--- src/rtl/dualrail_net.sv ---
module dualrail_net #(
  parameter int LANES = 4
) (
  input  logic [LANES-1:0]   a_i,
  input  logic [LANES-1:0]   b_i,
  input  logic [LANES-1:0]   c_i,
  input  logic [2*LANES-1:0] kill_a_i,
  input  logic [2*LANES-1:0] kill_b_i,
  input  logic [2*LANES-1:0] kill_c_i,
  input  logic [2*LANES-1:0] kill_x_i,
  input  logic [2*LANES-1:0] kill_y_i,
  output logic [2*LANES-1:0] ea_o,
  output logic [2*LANES-1:0] eb_o,
  output logic [2*LANES-1:0] ec_o,
  output logic [2*LANES-1:0] x_o,
  output logic [2*LANES-1:0] nc_o,
  output logic [2*LANES-1:0] y_o,
  output logic [LANES-1:0]   bit_o,
  output logic               eleven_o
);

  localparam int PW = 2 * LANES;

  function automatic logic [1:0] enc(input logic v);
    return {v, ~v};
  endfunction

  function automatic logic [1:0] g_xor(input logic [1:0] p, input logic [1:0] q);
    logic ph, pl, qh, ql, phn, pln, qhn, qln;
    ph = p[1]; pl = p[0]; qh = q[1]; ql = q[0];
    phn = ~ph; pln = ~pl; qhn = ~qh; qln = ~ql;
    g_xor[1] = (ph & pln & qhn & ql) | (phn & pl & qh & qln);
    g_xor[0] = (ph & pln & qh & qln) | (phn & pl & qhn & ql);
  endfunction

  function automatic logic [1:0] g_and(input logic [1:0] p, input logic [1:0] q);
    logic ph, pl, qh, ql, phn, pln, qhn, qln;
    ph = p[1]; pl = p[0]; qh = q[1]; ql = q[0];
    phn = ~ph; pln = ~pl; qhn = ~qh; qln = ~ql;
    g_and[1] = ph & pln & qh & qln;
    g_and[0] = (phn & pl & qhn & ql) | (phn & pl & qh & qln) | (ph & pln & qhn & ql);
  endfunction

  function automatic logic [1:0] g_not(input logic [1:0] p);
    return {p[0], p[1]};
  endfunction

  logic [PW-1:0]    lane_bad;
  logic [LANES-1:0] lane_eleven;

  for (genvar i = 0; i < LANES; i++) begin : g_lane
    logic [1:0] ea, eb, ec, x, nc, y;
    assign ea = enc(a_i[i]) & ~kill_a_i[2*i+1 -: 2];
    assign eb = enc(b_i[i]) & ~kill_b_i[2*i+1 -: 2];
    assign ec = enc(c_i[i]) & ~kill_c_i[2*i+1 -: 2];
    assign x  = g_xor(ea, eb) & ~kill_x_i[2*i+1 -: 2];
    assign nc = g_not(ec);
    assign y  = g_and(x, nc) & ~kill_y_i[2*i+1 -: 2];

    assign ea_o[2*i+1 -: 2] = ea;
    assign eb_o[2*i+1 -: 2] = eb;
    assign ec_o[2*i+1 -: 2] = ec;
    assign x_o[2*i+1 -: 2]  = x;
    assign nc_o[2*i+1 -: 2] = nc;
    assign y_o[2*i+1 -: 2]  = y;
    assign bit_o[i] = y[1];

    assign lane_eleven[i] = (&ea) | (&eb) | (&ec) | (&x) | (&nc) | (&y);
    assign lane_bad[2*i+1 -: 2] = {1'b0, lane_eleven[i]};

    always_comb begin
      AST_XOR_POISON: assert (!(ea === 2'b00 || eb === 2'b00) || x === 2'b00);
      AST_AND_POISON: assert (!(x === 2'b00 || nc === 2'b00) || y === 2'b00);
      AST_XOR_VALUE: assert (!((ea === 2'b10 || ea === 2'b01) && (eb === 2'b10 || eb === 2'b01)
                               && kill_x_i[2*i+1 -: 2] === 2'b00)
                             || x === {ea[1] ^ eb[1], ~(ea[1] ^ eb[1])});
      AST_AND_VALUE: assert (!((x === 2'b10 || x === 2'b01) && (nc === 2'b10 || nc === 2'b01)
                               && kill_y_i[2*i+1 -: 2] === 2'b00)
                             || y === {x[1] & nc[1], ~(x[1] & nc[1])});
      AST_NO_ELEVEN: assert (y !== 2'b11 && x !== 2'b11);
    end
  end

  assign eleven_o = |lane_bad;

endmodule

--- config.mk ---
export PLATFORM = sky130hd
export DESIGN_NAME = dualrail_net
export DESIGN_NICKNAME = d
export VERILOG_FILES = /design/src/rtl/dualrail_net.sv
export SDC_FILE = /design/constraint.sdc
export NUM_CORES = 1
export LEC_CHECK = 0
export BUFFER_PORTS_ARGS = -buffer_cell sky130_fd_sc_hd__buf_4
export CORE_AREA = 3 3 50 52
export DETAILED_ROUTE_END_ITERATION = 10
export DIE_AREA = 0 0 53 55
export PLACE_DENSITY = 0.81
export SLEW_MARGIN = 20
export SYNTH_ARGS = -nofsm -noshare
export SYNTH_HDL_FRONTEND = slang
export SYNTH_SLANG_ARGS = --single-unit
export TNS_END_PERCENT = 50
--- constraint.sdc ---
create_clock -name vclk -period 1.3
set_input_delay 0.26 -clock vclk [all_inputs]
set_output_delay 0.26 -clock vclk [all_outputs]
set_load 0.01 [all_outputs]
# Word-level counts from Yosys, hierarchy flattened
# Cells that the tools add are included.
[word_totals]
regBits = 0
inputBits = 52
output_inout_bits = 53
elab_cells = 221
[op_classes]
n_bitwise = 200
reduce_logical = 21
[op_table]
columns = ["op", "count"]
rows = [
  ["AND 1 bit", 80],
  ["NOT 1 bit", 44],
  ["AND 2 bit", 20],
  ["NOT 2 bit", 20],
  ["AND reduction 2 bit", 20],
  ["bitwise OR 1 bit", 36],
  ["OR reduction 4 bit", 1],
]

# Logic depth before layout (Yosys ltp)
# Gate-level depths: netlist of run 1.
[depth]
word_depth = 18
ltp_mapped = 4
depth_no_buf = 4

# Worst setup path after synthesis of run 1
# OpenSTA, ideal clock, no wires.
[synth_path]
kind = "input-to-output"
start = "in b_i[2]"
end = "out y_o[5]"
t_arrival_ns = 1.379
t_required_ns = 1.040
path_slack_ns = -0.339
cell_stages = 4
path_buffers = 1
cell_sequence = "nor2_1 a22oi_2 nor4b_1 buf_4"
[synth_via]
elab_chain_len = 11
word_cells_on_any_way = 20
cone_classes = "bitwise: 20"
[synth_lines]
columns = ["item", "line_no", "source"]
rows = [
  ["start: declaration", "5", "input logic [LANES-1:0] b_i,"],
  ["AND 2 bit *", "54", "assign eb = enc(b_i[i]) & ~kill_b_i[2*i+1 -: 2];"],
  ["NOT 1 bit or AND 2 bit (tied branches)", "31, 54", ""],
  ["AND 1 bit or NOT 1 bit (tied branches)", "33, 31", ""],
  ["AND 1 bit", "33", "g_xor[0] = (ph & pln & qh & qln) | (phn & pl & qhn & ql);"],
  ["bitwise OR 1 bit", "33", ""],
  ["AND 2 bit *", "56", "assign x = g_xor(ea, eb) & ~kill_x_i[2*i+1 -: 2];"],
  ["NOT 1 bit", "39", "phn = ~ph; pln = ~pl; qhn = ~qh; qln = ~ql;"],
  ["AND 1 bit * (3 in a row)", "40", "g_and[1] = ph & pln & qh & qln;"],
  ["AND 2 bit *", "58", "assign y = g_and(x, nc) & ~kill_y_i[2*i+1 -: 2];"],
  ["end: declaration", "17", "output logic [2*LANES-1:0] y_o,"],
]
# Every way passes the cells marked *; elsewhere a longest branch is shown, timed or not.

# Worst setup path after layout of run 1
[layout_path]
start = "in a_i[1]"
end = "out y_o[2]"
[layout_via]
elab_chain_len = 15
word_cells_on_any_way = 30
cone_classes = "bitwise: 30"
[layout_lines]
columns = ["item", "line_no", "source"]
rows = [
  ["start: declaration", "4", "input logic [LANES-1:0] a_i,"],
  ["NOT 1 bit", "25", "return {v, ~v};"],
  ["AND 2 bit *", "53", "assign ea = enc(a_i[i]) & ~kill_a_i[2*i+1 -: 2];"],
  ["NOT 1 bit", "31", "phn = ~ph; pln = ~pl; qhn = ~qh; qln = ~ql;"],
  ["AND 1 bit", "32, 33", ""],
  ["AND 1 bit (2 in a row)", "32", "g_xor[1] = (ph & pln & qhn & ql) | (phn & pl & qh & qln);"],
  ["bitwise OR 1 bit", "32", ""],
  ["AND 2 bit *", "56", ""],
  ["NOT 1 bit", "39", ""],
  ["AND 1 bit (3 in a row)", "41", "g_and[0] = (phn & pl & qhn & ql) | (phn & pl & qh & qln) | (ph & pln & qhn & ql);"],
  ["bitwise OR 1 bit", "41", ""],
  ["bitwise OR 1 bit *", "41", ""],
  ["AND 2 bit *", "58", ""],
]
# Marked as above.

==> results of run 1 <==
## power breakdown
| part | internal (uW) | total (uW) | switching [uW] |
|---|---|---|---|
| registers | 0 | 0 | 0 |
| clock network | 0 | 0 | 0 |
| logic | 320 | 524 | 204 |
## metal layers
layer / vias up / track usage
met5: - / 0
met4: 0 / 0
met3: 0 / 0.05898
met2: 86 / 0.3678
met1: 467 / 0.1905
li1: 491 / -
## worst min-delay path by stage
stage | startpoint | endpoint | cells past startpoint
final | kill_b_i[1] | eb_o[1] | 3
after global routing | kill_a_i[6] | ea_o[6] | 3
after CTS | kill_b_i[1] | eb_o[1] | 3
after detailed placement | kill_b_i[2] | eb_o[2] | 3
after global placement | kill_b_i[2] | eb_o[2] | 3
after floorplan | kill_a_i[6] | ea_o[6] | 1
## what timing repair did
action | in CTS | in global routing
pin swaps | 14 | 3
setup buffers | 2 | 5
endpoints found under the setup margin | 17 | 20
resized for setup | 21 | 17
## stage by stage
stage	TNS, ns	instance area (um2)
5_1_grt	-1.419	1734
2_1_floorplan	-0.01205	629.4
6_report	-0.7476	1734
3_5_place_dp	-1.266	1535
4_1_cts	-0.6517	1634
3_3_place_gp	-0.9231	1535
## synthesized netlist by cell type
cell,count,area share
sky130_fd_sc_hd__nor4b_1,3,0.046
sky130_fd_sc_hd__nor2_2,6,0.066
sky130_fd_sc_hd__o21ba_2,4,0.071
sky130_fd_sc_hd__nor3_1,2,0.018
sky130_fd_sc_hd__nor2_1,12,0.080
sky130_fd_sc_hd__nor3_2,2,0.035
sky130_fd_sc_hd__buf_4,13,0.17
sky130_fd_sc_hd__a21oi_1,2,0.018
sky130_fd_sc_hd__nor4b_2,1,0.027
sky130_fd_sc_hd__a22o_1,4,0.062
sky130_fd_sc_hd__a22oi_1,2,0.027
sky130_fd_sc_hd__nor2b_4,8,0.19
sky130_fd_sc_hd__conb_1,1,0.0066
sky130_fd_sc_hd__a22oi_2,4,0.088
sky130_fd_sc_hd__nor2b_1,8,0.088
## worst min-delay path, cell delays in order
cell	delay (ns)
sky130_fd_sc_hd__buf_6	0.07
sky130_fd_sc_hd__nor2b_4	0.04
sky130_fd_sc_hd__buf_4	0.13
## area by class of cell
type | count | area, um2 | share of cell area
timing repair buffer | 136 | 1115 | 0.6429
tap | 28 | 35.03 | 0.02020
multi-input combinational | 59 | 584.3 | 0.3369
## cells by family after synthesis
family,count (synthesis),share of synthesized area
AOI/OAI and AO/OA,16,0.2655
and+or+nand+nor,42,0.5553
buffers and inverters,13,0.1726
other,1,0.006631
==> Flow_metrics.wiki, run 1 <==
{| class="wikitable"
! Metric !! Value
|-
| Syn nets || around 120
|-
| Final-stage net count || around 250
|-
| Cell repeated most along the worst path || sky130_fd_sc_hd__buf_6
|-
| Post-synthesis cell count || 72
|-
| Final Wtd Congestion || 0.7275
|-
| Part of the cycle the worst path needs || 1.106
|-
| Minimum setup slack after placement || -0.1537 ns
|-
| Clock period minus final worst setup slack || 1.438 ns
|-
| Number of fill cells in the layout || 122
|-
| Power per cell area || ~300 nW/um2
|-
| Final number of setup-violating endpoints || 17
|-
| Commonest non-fill, non-tap cell in the layout || sky130_fd_sc_hd__buf_4
|-
| Count of clock-net buffers in the final layout || 0
|-
| Most frequent cells in the layout || 115 x sky130_fd_sc_hd__buf_4, 17 x sky130_fd_sc_hd__buf_6, 8 x sky130_fd_sc_hd__nor2b_4, 8 x sky130_fd_sc_hd__nor2_4, 8 x sky130_fd_sc_hd__nor2b_1
|-
| Path class of the lowest-slack min-delay path || primary input to output port
|-
| Number of global-route vias before repair || around 950
|-
| CP Launch Point || a_i[1]
|-
| Pin count of the biggest net entering global routing || 5
|-
| Post-CTS Hold Buffers || 0
|-
| Cell breakdown of the critical path || buf_6 -> nor2b_4 -> a22oi_1 -> nor2_1 -> a22o_1 -> buf_6
|-
| Number of buffer and inverter instances along the worst setup path || 2
|-
| Worst voltage drop across the vdd grid || 0.2405 mV
|-
| Layout-stage area growth over the synthesis result || 206.6%
|-
| Gate family responsible for the most delay along the worst path || compound AO/OA/AOI/OAI gates
|-
| Detailed-placement wirelength estimate || 2481 um
|-
| Total core area || 2148 um2
|-
| Start-to-end type of the worst setup path || primary input to output port
|-
| Final instance count without filler cells || 223
|-
| Vias post-DR || roughly 1.0k
|-
| Number of endpoints with negative hold slack in the final report || 0
|-
| WL/cell || 14.96 um
|-
| Arr. time, crit path || around 1.2 ns
|-
| Violations in the final reports || negative setup slack
|-
| Syn_area_per_cell || 7.855 um2
|-
| Total Power || 524.0 uW
|-
| RSZ-0062 raised after global routing || yes
|-
| Post-synthesis instance area || 565.5 um2
|-
| Static Leakage || 0.0009024 uW
|-
| Library cells used by synthesis || 15
|-
| Number of placement rows || 17
|-
| Result of the run || complete, but fails checks
|-
| DP Cell Count || roughly 220
|-
| Vias per cell || 4.682
|-
| Number of maximum-capacitance constraint violations || 0
|-
| Detailed-route wire length || 3335 um
|-
| Initial DRC Count || 8
|-
| Required arrival time at the worst endpoint || 1.04 ns
|-
| Max Used Layer || met3
|-
| Met2 layer wire length in the routed design || around 1800 um
|-
| Overall die width || 53 um
|-
| GR Util All Layers || 0.1808
|-
| Residual antenna-violating net count after detailed routing || 0
|-
| Portion of the post-synthesis area used by sequential elements || 0
|-
| Max-slew violation total from the final report || 0
|-
| Count of warnings emitted by yosys || 0
|-
| Register area || 0 um2
|-
| First-pass iteration count of the detailed router || 4
|-
| Initial antenna violation count || 0
|-
| Sort of element at the start of the critical path || primary input
|-
| Share of layout cells above drive strength 1 || 0.8821
|-
| Effective utilization at floorplan || 0.2632
|-
| Max stage delay on crit path || 0.26 ns
|-
| Length of routed wiring on met1 || 1080 um
|-
| Number of diodes || 0
|-
| Die extent in y || around 55 um
|-
| Fmax || 695.3 MHz
|-
| # IOs || between 100 and 150
|-
| Length of routed met3 wiring || 505 um
|-
| Port bufs || around 100
|-
| Critical-path top delay cell || sky130_fd_sc_hd__a22o_1
|-
| Post-route DRC || 0
|-
| Kind of capture point of the worst setup path || output port
|-
| Residual overflow from global routing || 0
|-
| Global-route wire length before repair || 4112 um
|-
| Maximum fanout count along the critical path || 3
|-
| Cell depth of the worst setup path || 6
|-
| Capturing instance or port of the critical path || y_o[2]
|-
| Final Worst Setup Slack || -0.1383 ns
|-
| Hold_ws || 0.7647 ns
|-
| Final sequential cell count || 0
|-
| Final design utilization || 0.8072
|-
| Floorplan die area || 2915 um2
|}
(Power assumes the default switching activity.)
==> run 2: changes to the inputs <==
==> constraint.sdc (replaced) <==
create_clock -name vclk -period 1.3
set_input_delay 0.26 -clock vclk [all_inputs]
set_output_delay 0.26 -clock vclk [all_outputs]
set_load 0.05 [all_outputs]
==> run 2 against run 1 <==
Effect of this change:
- the flow still finishes with violations (negative setup slack)
- global-route usage grew 2.4 points
- worst setup slack lost 0.049 ns
- core utilization grew 3.6 points
- final cell count down 5.8%
- critical path depth unchanged
- sequential cell count unchanged
- worst hold slack improved by 0.035 ns
==> Flow_metrics.wiki, run 2 (synthesis results as in run 1) <==
{| class="wikitable"
! Metric !! Value
|-
| Number of endpoints with negative hold slack in the final report || 0
|-
| Final-stage net count || 236
|-
| Register area || 0 um2
|-
| WL/cell || 16.17 um
|-
| Count of clock-net buffers in the final layout || 0
|-
| Path class of the lowest-slack min-delay path || primary input to output port
|-
| Final number of setup-violating endpoints || 18
|-
| Port bufs || 104
|-
| Final Worst Setup Slack || -0.1875 ns
|-
| Post-CTS Hold Buffers || 0
|-
| Final Wtd Congestion || 0.6892
|-
| Final design utilization || 0.8433
|-
| Global-route wire length before repair || 4464 um
|-
| Post-route DRC || 0
|-
| Residual overflow from global routing || 0
|-
| Commonest non-fill, non-tap cell in the layout || sky130_fd_sc_hd__buf_4
|-
| Worst-case hold path end point || bit_o[1]
|-
| # IOs || roughly 110
|-
| Start-to-end type of the worst setup path || primary input to output port
|-
| HP Start || kill_y_i[3]
|-
| Number of global-route vias before repair || just over 1k
|-
| Number of diodes || 0
|-
| Share of layout cells above drive strength 1 || 0.9505
|-
| Static Leakage || 0.0008835 uW
|-
| Overall die width || around 53 um
|-
| Number of cells traversed by the worst hold path || 3
|-
| Arr. time, crit path || 1.23 ns
|-
| GR Util All Layers || 0.2049
|-
| Max-slew violation total from the final report || 0
|-
| Power per cell area || between 400 and 500 nW/um2
|-
| Number of placement rows || 17
|-
| Fmax || between 600 and 700 MHz
|-
| Initial DRC Count || 3
|-
| Met2 usage || 0.4545
|-
| CP Launch Point || b_i[0]
|-
| Layout-stage area growth over the synthesis result || 220.4%
|-
| Number of fill cells in the layout || 113
|-
| Sort of element at the start of the critical path || primary input
|-
| Number of maximum-capacitance constraint violations || 0
|-
| Clock period minus final worst setup slack || ~1.5 ns
|-
| Vias per cell || 4.652
|-
| Floorplan die area || 2915 um2
|-
| GR Util met1 || 0.1930
|-
| Initial antenna violation count || 0
|-
| Routing layer with the top usage in global route || met2
|-
| Violations in the final reports || negative setup slack
|-
| Setup Total Neg Slack || -2.334 ns
|-
| Required arrival time at the worst endpoint || 1.04 ns
|-
| Detailed-route wire length || ~3400 um
|-
| Worst voltage drop across the vdd grid || 0.3351 mV
|-
| Residual antenna-violating net count after detailed routing || 0
|-
| Result of the run || complete, but fails checks
|-
| RSZ-0062 raised after global routing || yes
|-
| Final sequential cell count || 0
|-
| Part of the cycle the worst path needs || 1.144
|-
| Pin count of the biggest net entering global routing || 5
|-
| DP Cell Count || between 200 and 250
|-
| Maximum fanout count along the critical path || 3
|-
| Die extent in y || roughly 55 um
|-
| Most frequent cells in the layout || 90 x sky130_fd_sc_hd__buf_4, 23 x sky130_fd_sc_hd__buf_6, 14 x sky130_fd_sc_hd__nor2_4, 10 x sky130_fd_sc_hd__buf_8, 8 x sky130_fd_sc_hd__nor2b_4
|-
| Effective utilization at floorplan || 0.2632
|-
| Detailed-placement wirelength estimate || 2590 um
|-
| Vias post-DR || 977
|-
| Total core area || 2148 um2
|-
| Kind of capture point of the worst setup path || output port
|-
| Global routing usage on met3 || 0.05630
|-
| First-pass iteration count of the detailed router || 4
|-
| Final instance count without filler cells || 210
|}
==> run 2: cell types whose count changed in the layout (fill, tap and decap cells not counted), sizes merged <==
cell | before | now
buf | 136 | 123
==> run 2: how the worst max path moves through the flow <==
stage,depth (start not counted),end,slack [ns]
5_1_grt,5,y_o[5],-0.22
3_3_place_gp,6,y_o[0],-0.23
2_1_floorplan,4,y_o[1],-0.74
6_report,6,y_o[0],-0.19
4_1_cts,6,y_o[0],-0.19
3_5_place_dp,6,y_o[4],-0.27
==> run 2: worst max-delay path, cell delays in order <==
cell and delay [ns]:
sky130_fd_sc_hd__buf_8 0.10, sky130_fd_sc_hd__nor2b_4 0.13, sky130_fd_sc_hd__a22oi_2 0.28, sky130_fd_sc_hd__nor2_4 0.08, sky130_fd_sc_hd__a22o_4 0.23, sky130_fd_sc_hd__buf_8 0.15
==> run 2: layout make-up <==
class                           count  area (um2)  share of cell area
Timing Repair Buffer              123        1085              0.5988
Multi-Input combinational cell     59       691.9              0.3819
Tap cell                           28       35.03             0.01934
==> run 2: report_power, final <==
part	switching, uW	leakage (uW)	internal, uW	total [uW]
registers	0	0	0	0
clock network	0	0	0	0
logic	425	0.000884	320	745
total	425	0.000884	320	745
==> run 2: metal layers <==
metal  wire length [um]  vias up
li1                   -      462
met4                  0        0
met5                  0        -
met3                413        0
met2               1918       70
met1               1064      445
==> run 2: stage by stage <==
step                power (uW)  setup slack, ns  hold slack, ns  instance area [um2]
global placement         681.6          -0.2344          0.8203                 1610
detailed placement       694.5          -0.2656          0.8234                 1610
global route             776.1          -0.2238          0.8063                 1812
finish                   744.7          -0.1875          0.8002                 1812
floorplan                400.5          -0.7377          0.5787                787.0
CTS                      731.9          -0.1854          0.7998                 1767
==> run 2: what timing repair did <==
action                     in CTS  in global routing
pin swaps                      19                  5
buffers inserted                2                  1
setup endpoints to repair      20                 19
gates resized for setup        37                 10
==> run 3: changes to the inputs <==
--- a/config.mk
+++ b/config.mk
@@ -6,10 +6,12 @@
 export NUM_CORES = 1
 export LEC_CHECK = 0
 export BUFFER_PORTS_ARGS = -buffer_cell sky130_fd_sc_hd__buf_4
-export CORE_AREA = 3 3 50 52
+export CELL_PAD_IN_SITES_DETAIL_PLACEMENT = 2
+export CELL_PAD_IN_SITES_GLOBAL_PLACEMENT = 2
+export CORE_AREA = 3 3 80 82
 export DETAILED_ROUTE_END_ITERATION = 10
-export DIE_AREA = 0 0 53 55
-export PLACE_DENSITY = 0.81
+export DIE_AREA = 0 0 83 85
+export PLACE_DENSITY_LB_ADDON = 0.1
 export SLEW_MARGIN = 20
 export SYNTH_ARGS = -nofsm -noshare
 export SYNTH_HDL_FRONTEND = slang
==> run 3 against run 2 <==
Effect of this change:
- the run still ends with negative setup slack left
- routed wire length fell by 4.4%
- largest power group unchanged
- cell area rose by 2.2%
- largest cell class unchanged
- maximum frequency about the same
- global-route usage is 12 points lower
- worst hold slack worse by 0.0062 ns
- sequential cell count unchanged
- combinational power fell by 2%
- worst setup slack improved by 0.0012 ns
- core utilization fell by 52 points
- final cell count increased by 20%
- critical path depth did not move
==> Flow_metrics.wiki, run 3 (synthesis results as in run 1) <==
{| class="wikitable"
! Metric !! Value
|-
| Result of the run || complete, but fails checks
|-
| Violations in the final reports || negative setup slack
|-
| Hold_ws || roughly 0.79 ns
|-
| Clock period minus final worst setup slack || 1.486 ns
|-
| DP Cell Count || 250
|-
| Start-to-end type of the worst setup path || primary input to output port
|-
| Arr. time, crit path || 1.23 ns
|-
| Layout-stage area growth over the synthesis result || 227.4%
|-
| Max-slew violation total from the final report || 0
|-
| Effective utilization at floorplan || 0.09725
|-
| Internal power || between 300 and 400 uW
|-
| Number of endpoints with negative hold slack in the final report || 0
|-
| Path class of the lowest-slack min-delay path || primary input to output port
|-
| Post-route DRC || 0
|-
| Most frequent cells in the layout || 84 x sky130_fd_sc_hd__buf_4, 24 x sky130_fd_sc_hd__buf_6, 14 x sky130_fd_sc_hd__nor2_4, 11 x sky130_fd_sc_hd__buf_8, 8 x sky130_fd_sc_hd__nor2b_4
|-
| Number of diodes || 0
|-
| Maximum fanout count along the critical path || 3
|-
| Switching portion of total power || 0.5671
|-
| Worst voltage drop across the vdd grid || 0.1380 mV
|-
| Part of the cycle the worst path needs || 1.143
|-
| GR Util All Layers || 0.08315
|-
| Floorplan die area || between 7000 and 8000 um2
|-
| Psw || 414.5 uW
|-
| Share of layout cells above drive strength 1 || 0.9494
|-
| Register area || 0 um2
|-
| Relative contribution of sequential cells to total power || 0
|-
| Vias per cell || 3.680
|-
| Die extent in y || 85 um
|-
| Setup Total Neg Slack || -2.125 ns
|-
| Overall die width || 83 um
|-
| Required arrival time at the worst endpoint || between 1 and 1.5 ns
|-
| Total core area || 5816 um2
|-
| Detailed-placement wirelength estimate || 3004 um
|-
| Number of maximum-capacitance constraint violations || 0
|-
| Number of placement rows || 28
|-
| Final Worst Setup Slack || -0.1863 ns
|-
| Detailed-route wire length || between 3000 and 4000 um
|-
| Residual antenna-violating net count after detailed routing || 0
|-
| Power per cell area || roughly 400 nW/um2
|-
| Static Leakage || slightly below 0.0009 uW
|-
| WL/cell || 12.84 um
|-
| Clock share of power || 0
|-
| Final instance count without filler cells || 253
|-
| RSZ-0062 raised after global routing || yes
|-
| First-pass iteration count of the detailed router || 2
|-
| Residual overflow from global routing || 0
|-
| Number of global-route vias before repair || 1021
|-
| Post-CTS Hold Buffers || 0
|-
| Final Wtd Congestion || ~0.7
|-
| # IOs || approximately 110
|-
| Comb pwr share || 1.000
|-
| CP Launch Point || b_i[0]
|-
| Pin count of the biggest net entering global routing || 5
|-
| Final-stage net count || 232
|-
| Capturing instance or port of the critical path || y_o[0]
|-
| Sort of element at the start of the critical path || primary input
|-
| Final sequential cell count || 0
|-
| Initial antenna violation count || 0
|-
| Global-route wire length before repair || just over 5000 um
|-
| Final number of setup-violating endpoints || 16
|-
| Initial DRC Count || 6
|-
| Commonest non-fill, non-tap cell in the layout || sky130_fd_sc_hd__buf_4
|-
| Count of clock-net buffers in the final layout || 0
|-
| Final Instance Area || approximately 1900 um2
|-
| Vias post-DR || a little over 900
|-
| Port bufs || 104
|-
| Kind of capture point of the worst setup path || output port
|-
| Fmax || roughly 670 MHz
|-
| Placed standard-cell area || 1639 um2
|}
[run 3: cell types whose count changed in the layout (fill, tap and decap cells not counted)]
cell	delta
sky130_fd_sc_hd__buf_4	-6
sky130_fd_sc_hd__buf_6	+1
sky130_fd_sc_hd__buf_8	+1
[run 3: repair_timing]
item | CTS | global route
setup endpoints to repair | 20 | 19
setup buffers | 2 | 1
pin swaps | 20 | 5
resized for setup | 40 | 10
[run 3: how the worst min path moves through the flow]
stage / depth (start not counted) / from / slack [ns] / end
after floorplan: 1 / kill_b_i[4] / 0.58 / eb_o[4]
after global placement: 3 / kill_b_i[2] / 0.82 / eb_o[2]
after detailed placement: 3 / kill_a_i[0] / 0.83 / ea_o[0]
after CTS: 3 / kill_x_i[2] / 0.79 / x_o[2]
after global routing: 3 / kill_x_i[2] / 0.81 / x_o[2]
final: 3 / kill_x_i[2] / 0.79 / x_o[2]
[run 3: routing by layer]
metal,vias up,track usage,routed length (um)
met1,422,0.08348,981
met5,-,0,0
li1,453,-,-
met2,54,0.1844,2011
met3,2,0.009709,226
met4,0,0.005944,29
[run 3: power by group through the flow]
| stage | registers [uW] | logic [uW] | clock network [uW] |
|---|---|---|---|
| finish | 0 | 731 | 0 |
| global route | 0 | 767 | 0 |
| CTS | 0 | 730 | 0 |
| detailed placement | 0 | 692 | 0 |
| global placement | 0 | 680 | 0 |
| floorplan | 0 | 400 | 0 |
[run 3: critical path, cell delays in order]
cell and delay [ns]:
sky130_fd_sc_hd__buf_8 0.10, sky130_fd_sc_hd__nor2b_4 0.13, sky130_fd_sc_hd__a22oi_2 0.29, sky130_fd_sc_hd__nor2_4 0.08, sky130_fd_sc_hd__a22o_4 0.23, sky130_fd_sc_hd__buf_8 0.14
[run 3: cell type report]
type                       instances  area, um2
tap                               75      93.84
multi-input combinational         59      691.9
timing repair buffer             119       1066
fill                             654       3964
[run 3: through the flow]
step,power (uW),util,setup slack (ns)
after detailed placement,691.6,0.2818,-0.2865
after floorplan,400.5,-,-0.7377
after global routing,766.6,0.3184,-0.2262
after CTS,729.7,0.3107,-0.1903
final,731.0,0.3184,-0.1863
after global placement,679.8,0.2818,-0.2407
